--- src/rtl/bool_proc_pkg.sv ---
package bool_proc_pkg;
  typedef enum logic [3:0] {
    OP_CLR_C = 4'd0, OP_SET_C = 4'd1, OP_CPL_C = 4'd2,
    OP_CLR_B = 4'd3, OP_SET_B = 4'd4, OP_CPL_B = 4'd5,
    OP_AND_B = 4'd6, OP_AND_NB = 4'd7, OP_OR_B = 4'd8, OP_OR_NB = 4'd9,
    OP_LD_C = 4'd10, OP_ST_C = 4'd11,
    OP_BR_SET = 4'd12, OP_BR_CLR = 4'd13, OP_BR_TCLR = 4'd14, OP_NOP = 4'd15
  } bpOp_e;

  typedef enum logic [2:0] {
    CY_KEEP, CY_ZERO, CY_ONE, CY_INV, CY_AND, CY_OR, CY_BIT
  } cySel_e;

  typedef enum logic [2:0] {
    BIT_KEEP, BIT_ZERO, BIT_ONE, BIT_INV, BIT_FROM_CY, BIT_CLR_IF_SET
  } bitSel_e;

  typedef enum logic [1:0] {BR_NONE, BR_IF_SET, BR_IF_CLR} brSel_e;

  typedef struct packed {
    cySel_e  cySel;
    bitSel_e bitSel;
    brSel_e  brSel;
    logic    invOpnd;
  } bpStrobe_t;
endpackage

--- src/rtl/bool_proc_ctrl.sv ---
module bool_proc_ctrl
  import bool_proc_pkg::*;
(
  input  logic [3:0] opCode,
  output bpStrobe_t  strobe
);
  always_comb begin
    strobe = '{cySel: CY_KEEP, bitSel: BIT_KEEP, brSel: BR_NONE, invOpnd: 1'b0};
    case (bpOp_e'(opCode))
      OP_CLR_C:   strobe.cySel = CY_ZERO;
      OP_SET_C:   strobe.cySel = CY_ONE;
      OP_CPL_C:   strobe.cySel = CY_INV;
      OP_CLR_B:   strobe.bitSel = BIT_ZERO;
      OP_SET_B:   strobe.bitSel = BIT_ONE;
      OP_CPL_B:   strobe.bitSel = BIT_INV;
      OP_AND_B:   strobe.cySel = CY_AND;
      OP_AND_NB: begin
        strobe.cySel   = CY_AND;
        strobe.invOpnd = 1'b1;
      end
      OP_OR_B:    strobe.cySel = CY_OR;
      OP_OR_NB: begin
        strobe.cySel   = CY_OR;
        strobe.invOpnd = 1'b1;
      end
      OP_LD_C:    strobe.cySel = CY_BIT;
      OP_ST_C:    strobe.bitSel = BIT_FROM_CY;
      OP_BR_SET:  strobe.brSel = BR_IF_SET;
      OP_BR_CLR:  strobe.brSel = BR_IF_CLR;
      OP_BR_TCLR: begin
        strobe.brSel  = BR_IF_SET;
        strobe.bitSel = BIT_CLR_IF_SET;
      end
      default: ;
    endcase
  end
endmodule

--- src/rtl/bool_proc_dp.sv ---
module bool_proc_dp
  import bool_proc_pkg::*;
#(
  parameter int DATA_W = 8,
  parameter int ADDR_W = 8,
  parameter logic [ADDR_W-1:0] BIT_BASE = 8'h20
) (
  input  logic              clk,
  input  logic              rstN,
  input  logic              opValid,
  input  bpStrobe_t         strobe,
  input  logic [ADDR_W-1:0] bitAddr,
  output logic [ADDR_W-1:0] memRdAddr,
  input  logic [DATA_W-1:0] memRdData,
  input  logic              cyIn,
  output logic              resValid,
  output logic              cyOut,
  output logic              memWe,
  output logic [ADDR_W-1:0] memWrAddr,
  output logic [DATA_W-1:0] memWrData,
  output logic              branchTaken
);
  localparam int IDX_W = $clog2(DATA_W);

  logic [ADDR_W-1:0] byteAddr;
  logic [IDX_W-1:0]  bitIdx;
  logic              curBit, opnd, newCy, newBit, doWrite, taken;
  logic [DATA_W-1:0] newByte;

  always_comb begin
    if (!bitAddr[ADDR_W-1])
      byteAddr = BIT_BASE + ADDR_W'(bitAddr[ADDR_W-2:IDX_W]);
    else
      byteAddr = {bitAddr[ADDR_W-1:IDX_W], {IDX_W{1'b0}}};
  end

  assign memRdAddr = byteAddr;
  assign bitIdx    = bitAddr[IDX_W-1:0];
  assign curBit    = memRdData[bitIdx];
  assign opnd      = curBit ^ strobe.invOpnd;

  always_comb begin
    case (strobe.cySel)
      CY_ZERO: newCy = 1'b0;
      CY_ONE:  newCy = 1'b1;
      CY_INV:  newCy = ~cyIn;
      CY_AND:  newCy = cyIn & opnd;
      CY_OR:   newCy = cyIn | opnd;
      CY_BIT:  newCy = curBit;
      default: newCy = cyIn;
    endcase
  end

  always_comb begin
    newBit  = curBit;
    doWrite = 1'b1;
    case (strobe.bitSel)
      BIT_ZERO:       newBit = 1'b0;
      BIT_ONE:        newBit = 1'b1;
      BIT_INV:        newBit = ~curBit;
      BIT_FROM_CY:    newBit = cyIn;
      BIT_CLR_IF_SET: begin
        newBit  = 1'b0;
        doWrite = curBit;
      end
      default:        doWrite = 1'b0;
    endcase
    newByte         = memRdData;
    newByte[bitIdx] = newBit;
  end

  always_comb begin
    case (strobe.brSel)
      BR_IF_SET: taken = curBit;
      BR_IF_CLR: taken = ~curBit;
      default:   taken = 1'b0;
    endcase
  end

  always_ff @(posedge clk) begin
    if (!rstN) begin
      resValid    <= 1'b0;
      cyOut       <= 1'b0;
      memWe       <= 1'b0;
      memWrAddr   <= '0;
      memWrData   <= '0;
      branchTaken <= 1'b0;
    end else begin
      resValid    <= opValid;
      memWe       <= opValid & doWrite;
      branchTaken <= opValid & taken;
      if (opValid) begin
        cyOut     <= newCy;
        memWrAddr <= byteAddr;
        memWrData <= newByte;
      end
    end
  end
endmodule

--- src/rtl/bool_proc.sv ---
module bool_proc
  import bool_proc_pkg::*;
#(
  parameter int DATA_W = 8,
  parameter int ADDR_W = 8,
  parameter logic [ADDR_W-1:0] BIT_BASE = 8'h20
) (
  input  logic              clk,
  input  logic              rstN,
  input  logic              opValid,
  input  logic [3:0]        opCode,
  input  logic [ADDR_W-1:0] bitAddr,
  output logic [ADDR_W-1:0] memRdAddr,
  input  logic [DATA_W-1:0] memRdData,
  input  logic              cyIn,
  output logic              resValid,
  output logic              cyOut,
  output logic              memWe,
  output logic [ADDR_W-1:0] memWrAddr,
  output logic [DATA_W-1:0] memWrData,
  output logic              branchTaken
);
  bpStrobe_t strobe;

  bool_proc_ctrl u_ctrl (.opCode(opCode), .strobe(strobe));

  bool_proc_dp #(.DATA_W(DATA_W), .ADDR_W(ADDR_W), .BIT_BASE(BIT_BASE)) u_dp (
    .clk(clk), .rstN(rstN), .opValid(opValid), .strobe(strobe),
    .bitAddr(bitAddr), .memRdAddr(memRdAddr), .memRdData(memRdData),
    .cyIn(cyIn), .resValid(resValid), .cyOut(cyOut), .memWe(memWe),
    .memWrAddr(memWrAddr), .memWrData(memWrData), .branchTaken(branchTaken)
  );
endmodule

--- config.mk ---
export PLATFORM = sky130hd
export DESIGN_NAME = bool_proc
export DESIGN_NICKNAME = d
export VERILOG_FILES = /design/src/rtl/bool_proc_pkg.sv /design/src/rtl/bool_proc_ctrl.sv /design/src/rtl/bool_proc_dp.sv /design/src/rtl/bool_proc.sv
export SDC_FILE = /design/constraint.sdc
export NUM_CORES = 1
export LEC_CHECK = 0
export ABC_AREA = 1
export BUFFER_PORTS_ARGS = -buffer_cell sky130_fd_sc_hd__buf_2
export CAP_MARGIN = 20
export CORE_MARGIN = 3
export CORE_UTILIZATION = 50
export CTS_CLUSTER_DIAMETER = 200
export DETAILED_ROUTE_END_ITERATION = 12
export PLACE_DENSITY = 0.81
export REMOVE_ABC_BUFFERS = 1
export SETUP_SLACK_MARGIN = 0.5
export SYNTH_ARGS = -nofsm -noshare
export SYNTH_HDL_FRONTEND = slang
export SYNTH_SLANG_ARGS = --single-unit
--- constraint.sdc ---
create_clock -name clk -period 2.3 [get_ports clk]
set_input_delay 0.46 -clock clk [delete_from_list [all_inputs] [get_ports clk]]
set_output_delay 0.46 -clock clk [all_outputs]
set_load 0.005 [all_outputs]
-- After elaboration in Yosys (flattened, before gate mapping)
Index checks and enable logic that the tools add are counted.
- $lt $le $gt $ge: 2
- bitwise gates (word level): 7
- eq/ne operators: 27
- muxes and demuxes: 14
- add/sub/neg operators: 1
- reductions and logical operators: 8
- operators with widths (cell ; number):
    $eq A4 B4 Y1 const B ; 7
    $pmux W3 S6 ; 1
    $eq A4 B3 Y1 const B ; 4
    $eq A3 B3 Y1 const B ; 5
    $pmux W3 S5 ; 1
    $eq A3 B2 Y1 const B ; 4
    $reduce_or A2 Y1 ; 5
    $bwmux W8 ; 1
    $eq A4 B2 Y1 const B ; 2
    $mux W8 ; 1
    $add A6 B4 Y7 const A ; 1
    $eq A3 B1 Y1 const B ; 2
    $pmux W1 S6 ; 1
    $eq A4 B1 Y1 const B ; 1
    $logic_not A4 Y1 ; 1
    $lt A3 B4 Y1 const B ; 1
    $pmux W1 S2 ; 2
    $pmux W1 S4 ; 1
    $pmux W2 S2 ; 1
    $reduce_or A4 Y1 ; 1
    $and A1 B1 Y1 ; 3
    $bmux W1 S3 ; 1
    $demux W1 S3 ; 1
    $ge A3 B1 Y1 const B ; 1
    other kinds (7) ; 10
- output and inout bits: 28
- input bits: 24
- word-level logic and storage cells: 65
- bits in registers: 20

-- Longest topological paths before layout
Gate-level depths: netlist of the first run.
- depth in word-level cells: 6
- gate-level depth with buffers: 12
- depth with buffers taken out: 11

-- Modules after synthesis
From an unflattened synthesis of the first run, not the netlist that was laid out.
- cells, all modules: 226
- area total of the unflattened synthesis: 1300.0 um^2
- by module, submodules not included (module ; area an instance (um^2) ; times used ; cells each):
    bool_proc_dp ; 1153.6 ; 1 ; 192
    bool_proc_ctrl ; 146.4 ; 1 ; 34

-- Least setup slack after synthesis of the first run
OpenSTA, ideal clock, no wires.
- path kind: input to register
- start: input bitAddr[0]
- end: register u_dp.memWrData[0]
- data required time: 2.187 ns
- setup time: 0.113 ns
- cell stages on the path: 11
- arrival: 1.270 ns
- slack: 0.917 ns
- path through: inv_2 > buf_6 > nand2_1 > nand3b_2 > nand2_4 > nor2_4 > nand2_1 > nand2_4 > nand2_1 > nand3_1 > nand2_1
- word-level cells in the longest chain between the ends: 5
- elaborated cells between the ends (all ways): 10
- RTL lines (item ; RTL line ; text):
    start: declaration ; bool_proc.sv:12 ; input logic [ADDR_W-1:0] bitAddr,
    $lt A3 B4 Y1 (implied by the code) (tied with other cells) ; bool_proc_dp.sv:69 ; newByte[bitIdx] = newBit;
    $logic_and A1 B1 Y1 (implied by the code) / $mux W1 (equally long branches) ; bool_proc_dp.sv:69, bool_proc_dp.sv:39 ;
    $mux W1 (implied by the code) / $not A1 Y1 (equally long branches) ; bool_proc_dp.sv:69, bool_proc_dp.sv:60 ;
    $demux W1 S3 / $pmux W1 S4 (equally long branches) ; -- ;
    $bwmux W8 * ; bool_proc_dp.sv:69 ;
    end signal: assignment ; bool_proc_dp.sv:95 ; memWrData <= newByte;
    end: declaration ; bool_proc_dp.sv:20 ; output logic [DATA_W-1:0] memWrData,
Every way passes the cells marked *; elsewhere a longest branch is shown, timed or not. The select of a mux whose other input is x is not followed.
A chain may end at the register's enable or synchronous reset.

-- Final worst setup path of the first run
- start: input bitAddr[7]
- end: output memRdAddr[5]
- word-level cells in the longest chain between the ends: 1
- RTL lines (item ; RTL line ; text):
    $mux W8 ; bool_proc_dp.sv:31 ; if (!bitAddr[ADDR_W-1])
    end: declaration ; bool_proc.sv:13 ; output logic [ADDR_W-1:0] memRdAddr,
Every way passes these cells.

==> summary.json, run 1 <==
{
  "global_routing": {
    "via_count_of_the_first_global_routing_pass": 1181,
    "global_route_overflow": 0,
    "wire_length_of_the_first_global_routing_pass_mm": 4.64,
    "maximum_number_of_pins_on_one_net_before_global_route_repair": 16,
    "initial_antenna_violation_count": 0,
    "grt_util_all_layers_pct": 20.7
  },
  "route": {
    "wire_per_inst_um": 10.8,
    "first_pass_iters": 5,
    "drcViolationCount": 0,
    "first_iter_violations": 42,
    "antenna_left": 0,
    "vias": 1319,
    "postRouteWirelength_mm": 2.87,
    "avgViaCountPerCell": 4.96
  },
  "power": {
    "p_leak_uw": 0.000871,
    "ir_worst_vdd_v": 0.000296,
    "power-per-cell-area_nw_per_um2": 514
  },
  "die": {
    "initial_core_util_pct": 56.3,
    "rows": 16,
    "coreArea_um2": 2100,
    "chip_height_um": 54.7,
    "design.die.area_um2": 2990,
    "io_pins": 52,
    "die_w_um": 54.7
  },
  "yosys": {
    "yosys.area_share.adder_pct": 0,
    "synth_simple_gate_area_share_pct": 40.0,
    "netlist_top_cells_area": "dfxtp_1, nand2_1, inv_1",
    "synthDominantAreaCellType": "dfxtp_1",
    "number_of_instances_in_the_synthesized_netlist": 188,
    "edff_count_synth": 0,
    "syn-cell-area_um2": 1180,
    "largest_family_of_logic_cells_by_synthesized_area": "simple AND/OR/NAND/NOR gates",
    "mux_share_of_post_synthesis_cell_area_pct": 0,
    "synthXorXnorAreaFrac_pct": 0,
    "synth_sequential_area_ratio_pct": 33.8,
    "synth.top_cell.area_share_pct": 33.8,
    "synth_async_sr_flop_share_pct": 0,
    "ys_flop_type": "dfxtp_1",
    "distinct_cell_type_count_after_synthesis": 22,
    "compound_cell_area_share_of_the_yosys_netlist_pct": 11.9,
    "synth-seq-cells": 20,
    "synth.yosys.warnings": 0,
    "syn-mean-instance-area_um2": 6.30
  },
  "clock_tree": {
    "cts_made_buffers": 3,
    "ctsLongestPathBuffers": 2,
    "cts_root_buffer": "clkbuf_4",
    "post_cts_hold_buffer_count": 0,
    "cts_resized": 0,
    "tritoncts_num_sinks": 20,
    "clkLatencyLatePin_ns": 0.29,
    "htree_num_levels": 1,
    "worst_setup_hold_path_clk_slew_ns": 0.11,
    "postCtsSetupBuffers": 0,
    "cts_tree": "built"
  },
  "worst_setup_path": {
    "worst_path_largest_cell_delay_ns": 0.14,
    "endpoint_kind": "output port",
    "critical_path_buf_inv_count": 4,
    "setup.worst_path.class": "input pin to output port",
    "cp_slowest_cell": "buf_2",
    "cp_data_arrival_time_ns": 1.01,
    "cp-start-kind": "input pin",
    "crit_fanout": 6,
    "cpLargestDelayFamily": "buffers and inverters",
    "timing.critical_path.cells": "buf_2, inv_1, nor2_1, inv_1, buf_2",
    "worstPathRequired_ns": 1.84
  },
  "cells_and_area": {
    "final_layout_size_suffix_gt1_share_pct": 27.6,
    "area.growth.synth_to_final_pct": 24.0,
    "final.fill_count": 193,
    "num-nets-final": 264,
    "final_design_area_no_fill_um2": 1470,
    "insertedDiodeCount": 0
  },
  "timing": {
    "final.setup_skew_ns": 0,
    "timing.fmax_ghz": 0.681,
    "rsz0062_at_grt": "false",
    "period_needed_ns": 1.47,
    "timing_hold_violations_final": 0,
    "slew_viol_final": 0,
    "final.setup.worst_slack_ns": 0.832,
    "slew_headroom_pct": 72.9,
    "setup_tns_ns": 0,
    "final_critical_path_share_of_the_clock_period_pct": 63.8,
    "tightest_slew_ns": 0.406,
    "whs_ns": 0.387,
    "finalSetupViolations": 0
  },
  "placed_design": {
    "gpl.final_weighted_congestion": 0.892,
    "placement.cell_area_um2": 1430,
    "dp_worst_setup_slack_ns": 0.571,
    "numPortBuffers": 51,
    "half_perimeter_wire_length_after_detailed_placement_mm": 2.35
  },
  "status": {
    "outcome": "finished clean"
  },
  "run": {
    "timing.max_cap.violations": 0
  },
  "min_path": {
    "hold_path_class": "input pin to register"
  }
}
==> report_power, final <==
| group | switching (µW) | leakage [µW] | internal [µW] | total, µW |
|---|---|---|---|---|
| clock network | 105 | 0.0000210 | 96.3 | 201 |
| registers | 8.92 | 0.000165 | 366 | 375 |
| logic | 107 | 0.000686 | 71.2 | 179 |
==> cells in the final DEF (no fill, tap or decap) <==
master,netlist,routed
nand2_1,60,60
buf_2,0,51
inv_1,30,30
dfxtp_1,20,20
nor2_1,18,18
o21ai_0,17,17
nand3_1,15,15
nor3_1,4,4
nand2_4,3,3
clkbuf_4,0,3
inv_2,2,2
o21ai_1,2,2
nand2_2,2,2
a22o_1,2,2
a211oi_1,1,1
o22ai_1,1,1
nand3b_2,1,1
nand3_2,1,1
nor2_4,1,1
o211a_1,1,1
nand4_1,1,1
a21oi_1,1,1
clkbuf_8,0,1
buf_4,2,1
==> flip-flops by register name, indices dropped and copies added (netlist names) <==
register,flops
u_dp.memWrAddr,8
u_dp.cyOut,1
u_dp.memWrData,8
u_dp.resValid,1
u_dp.branchTaken,1
u_dp.memWe,1
==> cell families after synthesis <==
group | after synthesis
simple gates | 106
compound gates | 25
flops | 20
buf+inv | 37
==> final timing paths <==
| kind | start | endpoint | slack, ns | cells after the start |
|---|---|---|---|---|
| max | bitAddr[7] | memRdAddr[5] | 0.83 | 5 |
| max reg2reg | u_dp.memWrAddr[2]$_SDFFE_PN0P_ | u_dp.memWrAddr[2]$_SDFFE_PN0P_ | 1.66 | 1 |
| min | opValid | u_dp.memWrAddr[7]$_SDFFE_PN0P_ | 0.39 | 2 |
| min reg2reg | u_dp.memWrData[3]$_SDFFE_PN0P_ | u_dp.memWrData[3]$_SDFFE_PN0P_ | 0.46 | 2 |
==> routing by layer <==
| layer | vias to the layer above | wire (µm) | global-route usage (%) |
|---|---|---|---|
| li1 | 687 | - | - |
| met1 | 577 | 1200 | 23.8 |
| met2 | 55 | 1440 | 38.2 |
| met3 | 0 | 228 | 3.81 |
| met4 | 0 | 0 | 5.81 |
| met5 | - | 0 | 0 |
==> stage by stage <==
step / util [%] / std cells / power (µW)
6_report: 69.8 / 266 / 755
5_1_grt: 69.8 / 266 / 802
4_1_cts: 69.8 / 266 / 761
3_5_place_dp: 68.1 / 262 / 562
3_3_place_gp: 68.1 / 262 / 556
2_1_floorplan: - / 183 / 484
==> synth_stat cells, types with 3 or more instances <==
cell type,number
nor3_1,4
nand2_1,60
buf_6,3
nor2_1,18
dfxtp_1,20
nand3_1,15
o21ai_0,17
inv_1,30
nand2_4,3
==> area by class of cell <==
| cell class | count | area (µm²) | share of cell area (%) |
|---|---|---|---|
| multi-input combinational | 131 | 614 | 41.9 |
| sequential | 20 | 400 | 27.3 |
| timing repair buffer | 52 | 263 | 17.9 |
| inverter | 32 | 120 | 8.18 |
| clock buffer | 4 | 36.3 | 2.47 |
| tap | 27 | 33.8 | 2.30 |
(Power assumes the default switching activity.)
==> inputs of run 2 (changes only) <==
CORE_UTILIZATION = 42   (was 50)
PLACE_DENSITY = 0.72   (was 0.81)
clock period = 1.3 ns   (was 2.3 ns; I/O delays follow)
==> run 2 against run 1 <==
Effect of this change:
- count of clock-buffer cells in the layout decreased by 1
- critical path type is now input pin to register
- sequential power increased by 81%
- largest power group unchanged
- combinational power increased to 3.3 times the previous value
==> summary.json, run 2 (synthesized netlist as in run 1, its figures left out) <==
{
  "status": {
    "outcome": "finished clean"
  },
  "global_routing": {
    "grt_util_all_layers": {"value": 22.9, "unit": "%", "change": "+2.2 points"},
    "global_route_overflow": {"value": 0, "change": "unchanged"},
    "wire_length_of_the_first_global_routing_pass": {"value": 6.18, "unit": "mm", "change": "+33%"},
    "via_count_of_the_first_global_routing_pass": {"value": 1408, "change": "+19%"},
    "initial_antenna_violation_count": {"value": 0, "change": "unchanged"},
    "maximum_number_of_pins_on_one_net_before_global_route_repair": {"value": 17, "change": "+1"}
  },
  "worst_setup_path": {
    "cp-start-kind": "input pin",
    "crit_fanout": {"value": 8, "change": "+2"},
    "timing.rr.start": "u_dp.memWrAddr[3]$_SDFFE_PN0P_",
    "setup.worst_path.class": "input pin to register",
    "r2r_end": "u_dp.memWrAddr[3]$_SDFFE_PN0P_",
    "timing.critical_path.cells": "buf_8, inv_4, nand2_4, nor3_2, nor2_2, nor2_1, nand2_2, nand2_4, nand2_2, nand3_2, nand2_1",
    "regToRegSetupSlack": {"value": 0.55, "unit": "ns", "change": "-1.11 ns"},
    "worst_path_largest_cell_delay": {"value": 0.18, "unit": "ns", "change": "+0.04 ns"},
    "r2r_cells": {"value": 2, "change": "+1"},
    "endpoint_kind": "register",
    "cp_slowest_cell": "nor3_2",
    "cp_data_arrival_time": {"value": 1.27, "unit": "ns", "change": "+0.26 ns"},
    "worstPathRequired": {"value": 1.50, "unit": "ns", "change": "-0.34 ns"}
  },
  "cells_and_area": {
    "final.fill_count": {"value": 153, "change": "-21%"},
    "num-nets-final": {"value": 303, "change": "+15%"},
    "layout.cells.non_filler": {"value": 307, "change": "+15%"},
    "largestRegisters": "u_dp.memWrAddr x8, u_dp.memWrData x8",
    "commonest_non_fill_non_tap_cell_in_the_layout": "buf_4",
    "area.growth.synth_to_final_pct": 85.6,
    "most_frequent_cells_in_the_layout": "buf_4, nand2_1, buf_2",
    "insertedDiodeCount": {"value": 0, "change": "unchanged"},
    "final_layout_size_suffix_gt1_share": {"value": 67.1, "unit": "%", "change": "+40 points"}
  },
  "clock_tree": {
    "worst_setup_hold_path_clk_slew": {"value": 0.11, "unit": "ns", "change": "about the same"},
    "cts_tree": "built",
    "post_cts_hold_buffer_count": {"value": 0, "change": "unchanged"},
    "cts_made_buffers": {"value": 3, "change": "unchanged"},
    "clkLatencyLatePin": {"value": 0.30, "unit": "ns", "change": "about the same"},
    "tritoncts_num_sinks": {"value": 20, "change": "unchanged"},
    "cts_root_buffer": "clkbuf_4",
    "ctsLongestPathBuffers": {"value": 2, "change": "unchanged"},
    "htree_num_levels": {"value": 1, "change": "unchanged"}
  },
  "timing": {
    "final.setup_skew": {"value": 0, "unit": "ns", "change": "unchanged"},
    "timing.fmax_ghz": 0.937,
    "period_needed_ns": 1.07,
    "finalSetupViolations": {"value": 0, "change": "unchanged"},
    "timing_hold_violations_final": {"value": 0, "change": "unchanged"},
    "tightest_slew": {"value": 0.257, "unit": "ns", "change": "-0.149 ns"},
    "setup_tns": {"value": 0, "unit": "ns", "change": "unchanged"},
    "final_critical_path_share_of_the_clock_period_pct": 82.1,
    "rsz0062_at_grt": "true",
    "slew_viol_final": {"value": 0, "change": "unchanged"},
    "slew_headroom": {"value": 82.7, "unit": "%", "change": "+9.8 points"},
    "whs": {"value": 0.163, "unit": "ns", "change": "-0.224 ns"}
  },
  "route": {
    "antenna_left": {"value": 0, "change": "unchanged"},
    "first_iter_violations": {"value": 62, "change": "+48%"},
    "first_pass_iters": {"value": 4, "change": "-1"},
    "drcViolationCount": {"value": 0, "change": "unchanged"},
    "vias": {"value": 1608, "change": "+22%"},
    "wire_per_inst": {"value": 15.4, "unit": "µm", "change": "+43%"},
    "avgViaCountPerCell": {"value": 5.24, "change": "+5.6%"},
    "postRouteWirelength": {"value": 4.72, "unit": "mm", "change": "+64%"}
  },
  "die": {
    "initial_core_util": {"value": 46.1, "unit": "%", "change": "-10 points"},
    "design.die.area": {"value": 3490, "unit": "µm²", "change": "+17%"},
    "coreArea": {"value": 2570, "unit": "µm²", "change": "+22%"},
    "chip_height": {"value": 59.1, "unit": "µm", "change": "+8.1%"},
    "die_w": {"value": 59.1, "unit": "µm", "change": "+8.1%"},
    "io_pins": {"value": 52, "change": "unchanged"},
    "rows": {"value": 18, "change": "+2"}
  },
  "placed_design": {
    "number_of_cells_after_detailed_placement": {"value": 287, "change": "+9.5%"},
    "gpl.final_weighted_congestion": {"value": 0.882, "change": "-1.1%"},
    "numPortBuffers": {"value": 51, "change": "unchanged"},
    "half_perimeter_wire_length_after_detailed_placement": {"value": 2.43, "unit": "mm", "change": "+3.7%"}
  },
  "power": {
    "power.total": {"value": 1570, "unit": "µW", "change": "+110%"},
    "ir_worst_vdd": {"value": 0.000738, "unit": "V", "change": "+150%"},
    "p_leak": {"value": 0.00115, "unit": "µW", "change": "+32%"},
    "power-per-cell-area": {"value": 716, "unit": "nW/µm²", "change": "+39%"}
  },
  "run": {
    "timing.max_cap.violations": {"value": 0, "change": "unchanged"}
  },
  "min_path": {
    "hold_start": "opValid",
    "holdPathStages": {"value": 2, "change": "unchanged"},
    "holdPathEnd": "u_dp.memWrAddr[7]$_SDFFE_PN0P_",
    "hold_path_class": "input pin to register"
  }
}
## run 2: cell count changes in the layout (fill, tap and decap cells not counted), moves of 14 or more
cell | previous run | this run
buf_4 | 1 | 38
nand2_1 | 60 | 33
buf_2 | 51 | 29
buf_6 | 0 | 20
nand2_2 | 2 | 21
dfxtp_1 | 20 | 2
dfxtp_2 | 0 | 18
inv_1 | 30 | 12
inv_2 | 2 | 16
## run 2: layout make-up
class                      instances  area (µm²)  area share [%]
multi-input combinational        131         837            38.1
tap                               30        37.5            1.71
inverter                          32         151            6.89
clock buffer                       3        22.5            1.03
timing repair buffer              91         726            33.0
sequential                        20         423            19.2
## run 2: how the worst max path moves through the flow
stage                                         from                        endpoint  slack [ns]  cells past startpoint
CTS                 u_dp.memWrAddr[0]$_SDFFE_PN0P_                    memWrAddr[0]        0.28                      1
global placement                        bitAddr[0]  u_dp.memWrData[1]$_SDFFE_PN0P_        -0.1                     11
floorplan                               bitAddr[0]  u_dp.memWrData[0]$_SDFFE_PN0P_        0.11                     10
detailed placement                      bitAddr[0]  u_dp.memWrData[0]$_SDFFE_PN0P_       -0.14                     11
global route                             opCode[0]  u_dp.memWrData[6]$_SDFFE_PN0P_        0.14                     11
finish                                   opCode[0]  u_dp.memWrData[6]$_SDFFE_PN0P_        0.23                     11
## run 2: metal layers
| metal | up-vias | wire (µm) | track usage (%) |
|---|---|---|---|
| met5 | - | 0 | 0 |
| met1 | 748 | 1740 | 27.6 |
| met3 | 17 | 310 | 3.92 |
| li1 | 768 | - | - |
| met2 | 75 | 2530 | 41.0 |
| met4 | 0 | 139 | 7.12 |
## run 2: stage by stage
stage	worst slack [ns]	cell area, µm²	util [%]
after global routing	0.136	2200	85.6
after CTS	0.277	1950	75.9
after global placement	-0.0988	1600	62.3
after detailed placement	-0.141	1600	62.3
after floorplan	0.110	1130	-
final	0.233	2200	85.6
## run 2: power by group
group / switching (µW) / total (µW) / internal (µW)
clock network: 190 / 298 / 108
registers: 22.9 / 678 / 655
logic: 307 / 597 / 290
## run 2: timing repair
action | in CTS | in global routing
setup endpoints to repair | 38 | 40
setup buffers | 9 | 8
resized for setup | 92 | 55
pin swaps | 17 | 23
## run 2: critical path, delay by kind of cell
kind | cells | cell delay, ns
AND/OR/NAND/NOR | 9 | 0.86
buffers and inverters | 2 | 0.15
==> inputs of run 3 (changes only) <==
clock period = 0.95 ns   (was 1.3 ns; I/O delays follow)
==> run 3 against run 2 <==
Effect of this change:
- critical path depth increased by 1
- via count increased by 15%
- hold slack got worse by 0.048 ns
- largest cell class unchanged
- clock skew unchanged
- cell count increased by 1.6%
- die area unchanged
- combinational power increased by 59%
- flip-flop and latch count unchanged
- clock power increased by 77%
- the flow now finishes with violations (setup timing)
- count of clock-buffer cells in the layout increased by 1
- wire length increased by 24%
- first-iteration DRC count increased by 130%
==> summary.json, run 3 (synthesized netlist as in run 1, its figures left out) <==
{
  "status": {
    "outcome": "finished with violations",
    "violations_in_the_final_reports": "setup timing"
  },
  "die": {
    "coreArea": {"value": 2570, "unit": "µm²", "change": "unchanged"},
    "initial_core_util": {"value": 46.1, "unit": "%", "change": "unchanged"},
    "die_w": {"value": 59.1, "unit": "µm", "change": "unchanged"},
    "io_pins": {"value": 52, "change": "unchanged"},
    "chip_height": {"value": 59.1, "unit": "µm", "change": "unchanged"},
    "design.die.area": {"value": 3490, "unit": "µm²", "change": "unchanged"},
    "rows": {"value": 18, "change": "unchanged"}
  },
  "route": {
    "vias": {"value": 1844, "change": "+15%"},
    "first_pass_iters": {"value": 6, "change": "+2"},
    "drcViolationCount": {"value": 0, "change": "unchanged"},
    "antenna_left": {"value": 0, "change": "unchanged"},
    "wire_per_inst": {"value": 18.8, "unit": "µm", "change": "+22%"},
    "avgViaCountPerCell": {"value": 5.91, "change": "+13%"},
    "postRouteWirelength": {"value": 5.85, "unit": "mm", "change": "+24%"},
    "first_iter_violations": {"value": 141, "change": "+130%"}
  },
  "worst_setup_path": {
    "cp_slowest_cell": "o21ai_1",
    "timing.critical_path.cells": "buf_12, inv_2, nor2_4, nand3_2, nand2_4, nor2_4, buf_6, o21ai_1, nand2_1, nand3_1, nand2_1, nand2_1",
    "crit_fanout": {"value": 4, "change": "-4"},
    "setup.worst_path.class": "input pin to register",
    "worstPathRequired": {"value": 1.22, "unit": "ns", "change": "-0.28 ns"},
    "worst_path_largest_cell_delay": {"value": 0.18, "unit": "ns", "change": "about the same"},
    "critical_path_buf_inv_count": {"value": 3, "change": "+1"},
    "cp_data_arrival_time": {"value": 1.39, "unit": "ns", "change": "+0.12 ns"},
    "endpoint_kind": "register",
    "critical-path-top-cell-by-count": "nand2_1",
    "cpLargestDelayFamily": "simple AND/OR/NAND/NOR gates",
    "cp-start-kind": "input pin"
  },
  "cells_and_area": {
    "insertedDiodeCount": {"value": 0, "change": "unchanged"},
    "largestRegisters": "u_dp.memWrAddr x8, u_dp.memWrData x8",
    "area.growth.synth_to_final_pct": 98.7,
    "final_core_utilization": {"value": 91.6, "unit": "%", "change": "+6.0 points"},
    "final.fill_count": {"value": 109, "change": "-29%"},
    "final_layout_size_suffix_gt1_share": {"value": 70.2, "unit": "%", "change": "+3.1 points"},
    "commonest_non_fill_non_tap_cell_in_the_layout": "buf_4",
    "layout.cells.non_filler": {"value": 312, "change": "+1.6%"},
    "most_frequent_cells_in_the_layout": "buf_4, buf_2, nand2_1",
    "final_design_area_no_fill": {"value": 2350, "unit": "µm²", "change": "+7.1%"},
    "num-nets-final": {"value": 307, "change": "+1.3%"}
  },
  "global_routing": {
    "grt_util_all_layers": {"value": 22.8, "unit": "%", "change": "-0.055 points"},
    "wire_length_of_the_first_global_routing_pass": {"value": 6.14, "unit": "mm", "change": "-0.55%"},
    "global_route_overflow": {"value": 0, "change": "unchanged"},
    "via_count_of_the_first_global_routing_pass": {"value": 1424, "change": "+1.1%"},
    "initial_antenna_violation_count": {"value": 0, "change": "unchanged"},
    "maximum_number_of_pins_on_one_net_before_global_route_repair": {"value": 12, "change": "-5"}
  },
  "timing": {
    "setup_tns": {"value": -0.805, "unit": "ns", "change": "-0.805 ns"},
    "finalSetupViolations": {"value": 26, "change": "+26"},
    "timing_hold_violations_final": {"value": 0, "change": "unchanged"},
    "rsz0062_at_grt": "true",
    "tightest_slew": {"value": 0.317, "unit": "ns", "change": "+0.0596 ns"},
    "final.setup_skew": {"value": 0, "unit": "ns", "change": "unchanged"},
    "timing.fmax_ghz": 0.893,
    "slew_viol_final": {"value": 0, "change": "unchanged"},
    "slew_headroom": {"value": 78.7, "unit": "%", "change": "-4.0 points"},
    "final.setup.worst_slack": {"value": -0.170, "unit": "ns", "change": "-0.402 ns"},
    "final_critical_path_share_of_the_clock_period_pct": 118,
    "period_needed_ns": 1.12
  },
  "power": {
    "p_leak": {"value": 0.00123, "unit": "µW", "change": "+6.8%"},
    "power-per-cell-area": {"value": 1020, "unit": "nW/µm²", "change": "+43%"},
    "power.total": {"value": 2400, "unit": "µW", "change": "+53%"},
    "ir_worst_vdd": {"value": 0.000997, "unit": "V", "change": "+35%"}
  },
  "placed_design": {
    "gpl.final_weighted_congestion": {"value": 0.901, "change": "+2.2%"},
    "half_perimeter_wire_length_after_detailed_placement": {"value": 2.44, "unit": "mm", "change": "+0.27%"},
    "placement.cell_area": {"value": 1640, "unit": "µm²", "change": "+2.2%"},
    "numPortBuffers": {"value": 51, "change": "unchanged"},
    "number_of_cells_after_detailed_placement": {"value": 290, "change": "+1.0%"}
  },
  "clock_tree": {
    "clkLatencyLatePin": {"value": 0.32, "unit": "ns", "change": "+0.02 ns"},
    "post_cts_hold_buffer_count": {"value": 0, "change": "unchanged"},
    "htree_num_levels": {"value": 1, "change": "unchanged"},
    "tritoncts_num_sinks": {"value": 20, "change": "unchanged"},
    "cts_tree": "built",
    "worst_setup_hold_path_clk_slew": {"value": 0.12, "unit": "ns", "change": "about the same"},
    "cts_made_buffers": {"value": 3, "change": "unchanged"},
    "ctsLongestPathBuffers": {"value": 2, "change": "unchanged"},
    "cts_root_buffer": "clkbuf_4"
  },
  "min_path": {
    "hold_path_class": "input pin to register"
  },
  "run": {
    "timing.max_cap.violations": {"value": 0, "change": "unchanged"}
  }
}
==> run 3: cell types whose count changed in the layout (fill, tap and decap cells not counted), moves of 3 or more <==
cell / before / now
inv_4: 1 / 4
buf_2: 29 / 32
buf_4: 38 / 34
nand2_4: 11 / 14
buf_12: 2 / 5
o21ai_0: 15 / 11
inv_2: 16 / 13
==> run 3: path summary, 6_finish.rpt <==
check | startpoint | to | slack, ns | depth (start not counted)
min | opValid | u_dp.memWrAddr[7]$_SDFFE_PN0P_ | 0.12 | 2
min reg2reg | u_dp.memWrData[3]$_SDFFE_PN0P_ | u_dp.memWrData[3]$_SDFFE_PN0P_ | 0.47 | 2
max reg2reg | u_dp.memWrAddr[2]$_SDFFE_PN0P_ | u_dp.memWrAddr[2]$_SDFFE_PN0P_ | 0.28 | 1
max | bitAddr[2] | u_dp.cyOut$_SDFFE_PN0P_ | -0.17 | 12
==> run 3: layout make-up <==
class / instances / area, µm² / area share, %
multi-input combinational: 131 / 903 / 38.4
inverter: 32 / 155 / 6.60
tap: 30 / 37.5 / 1.60
clock buffer: 4 / 36.3 / 1.54
timing repair buffer: 95 / 797 / 33.9
sequential: 20 / 423 / 18.0
==> run 3: timing repair <==
item | CTS | global route
gates cloned | 0 | 1
pin swaps | 24 | 37
resized for setup | 96 | 81
endpoints found under the setup margin | 47 | 47
buffers inserted | 9 | 8
==> run 3: power by group <==
group	leakage [µW]	switching (µW)	internal, µW	total (µW)
registers	0.000171	28.4	896	925
logic	0.00104	497	455	952
clock network	0.0000210	293	235	527
total	0.00123	818	1590	2400
==> run 3: per-stage QoR <==
stage / hold WS [ns] / worst slack, ns
3_5_place_dp: 0.425 / -0.419
5_1_grt: 0.130 / -0.211
3_3_place_gp: 0.424 / -0.369
4_1_cts: 0.0904 / -0.0140
6_report: 0.115 / -0.170
2_1_floorplan: 0.288 / -0.170
==> run 3: metal layers <==
layer / global-route usage (%) / up-vias / routed length [µm]
met5: 0 / - / 0
met1: 27.2 / 863 / 2000
li1: - / 783 / -
met2: 41.6 / 140 / 2970
met3: 4.14 / 58 / 429
met4: 6.15 / 0 / 455
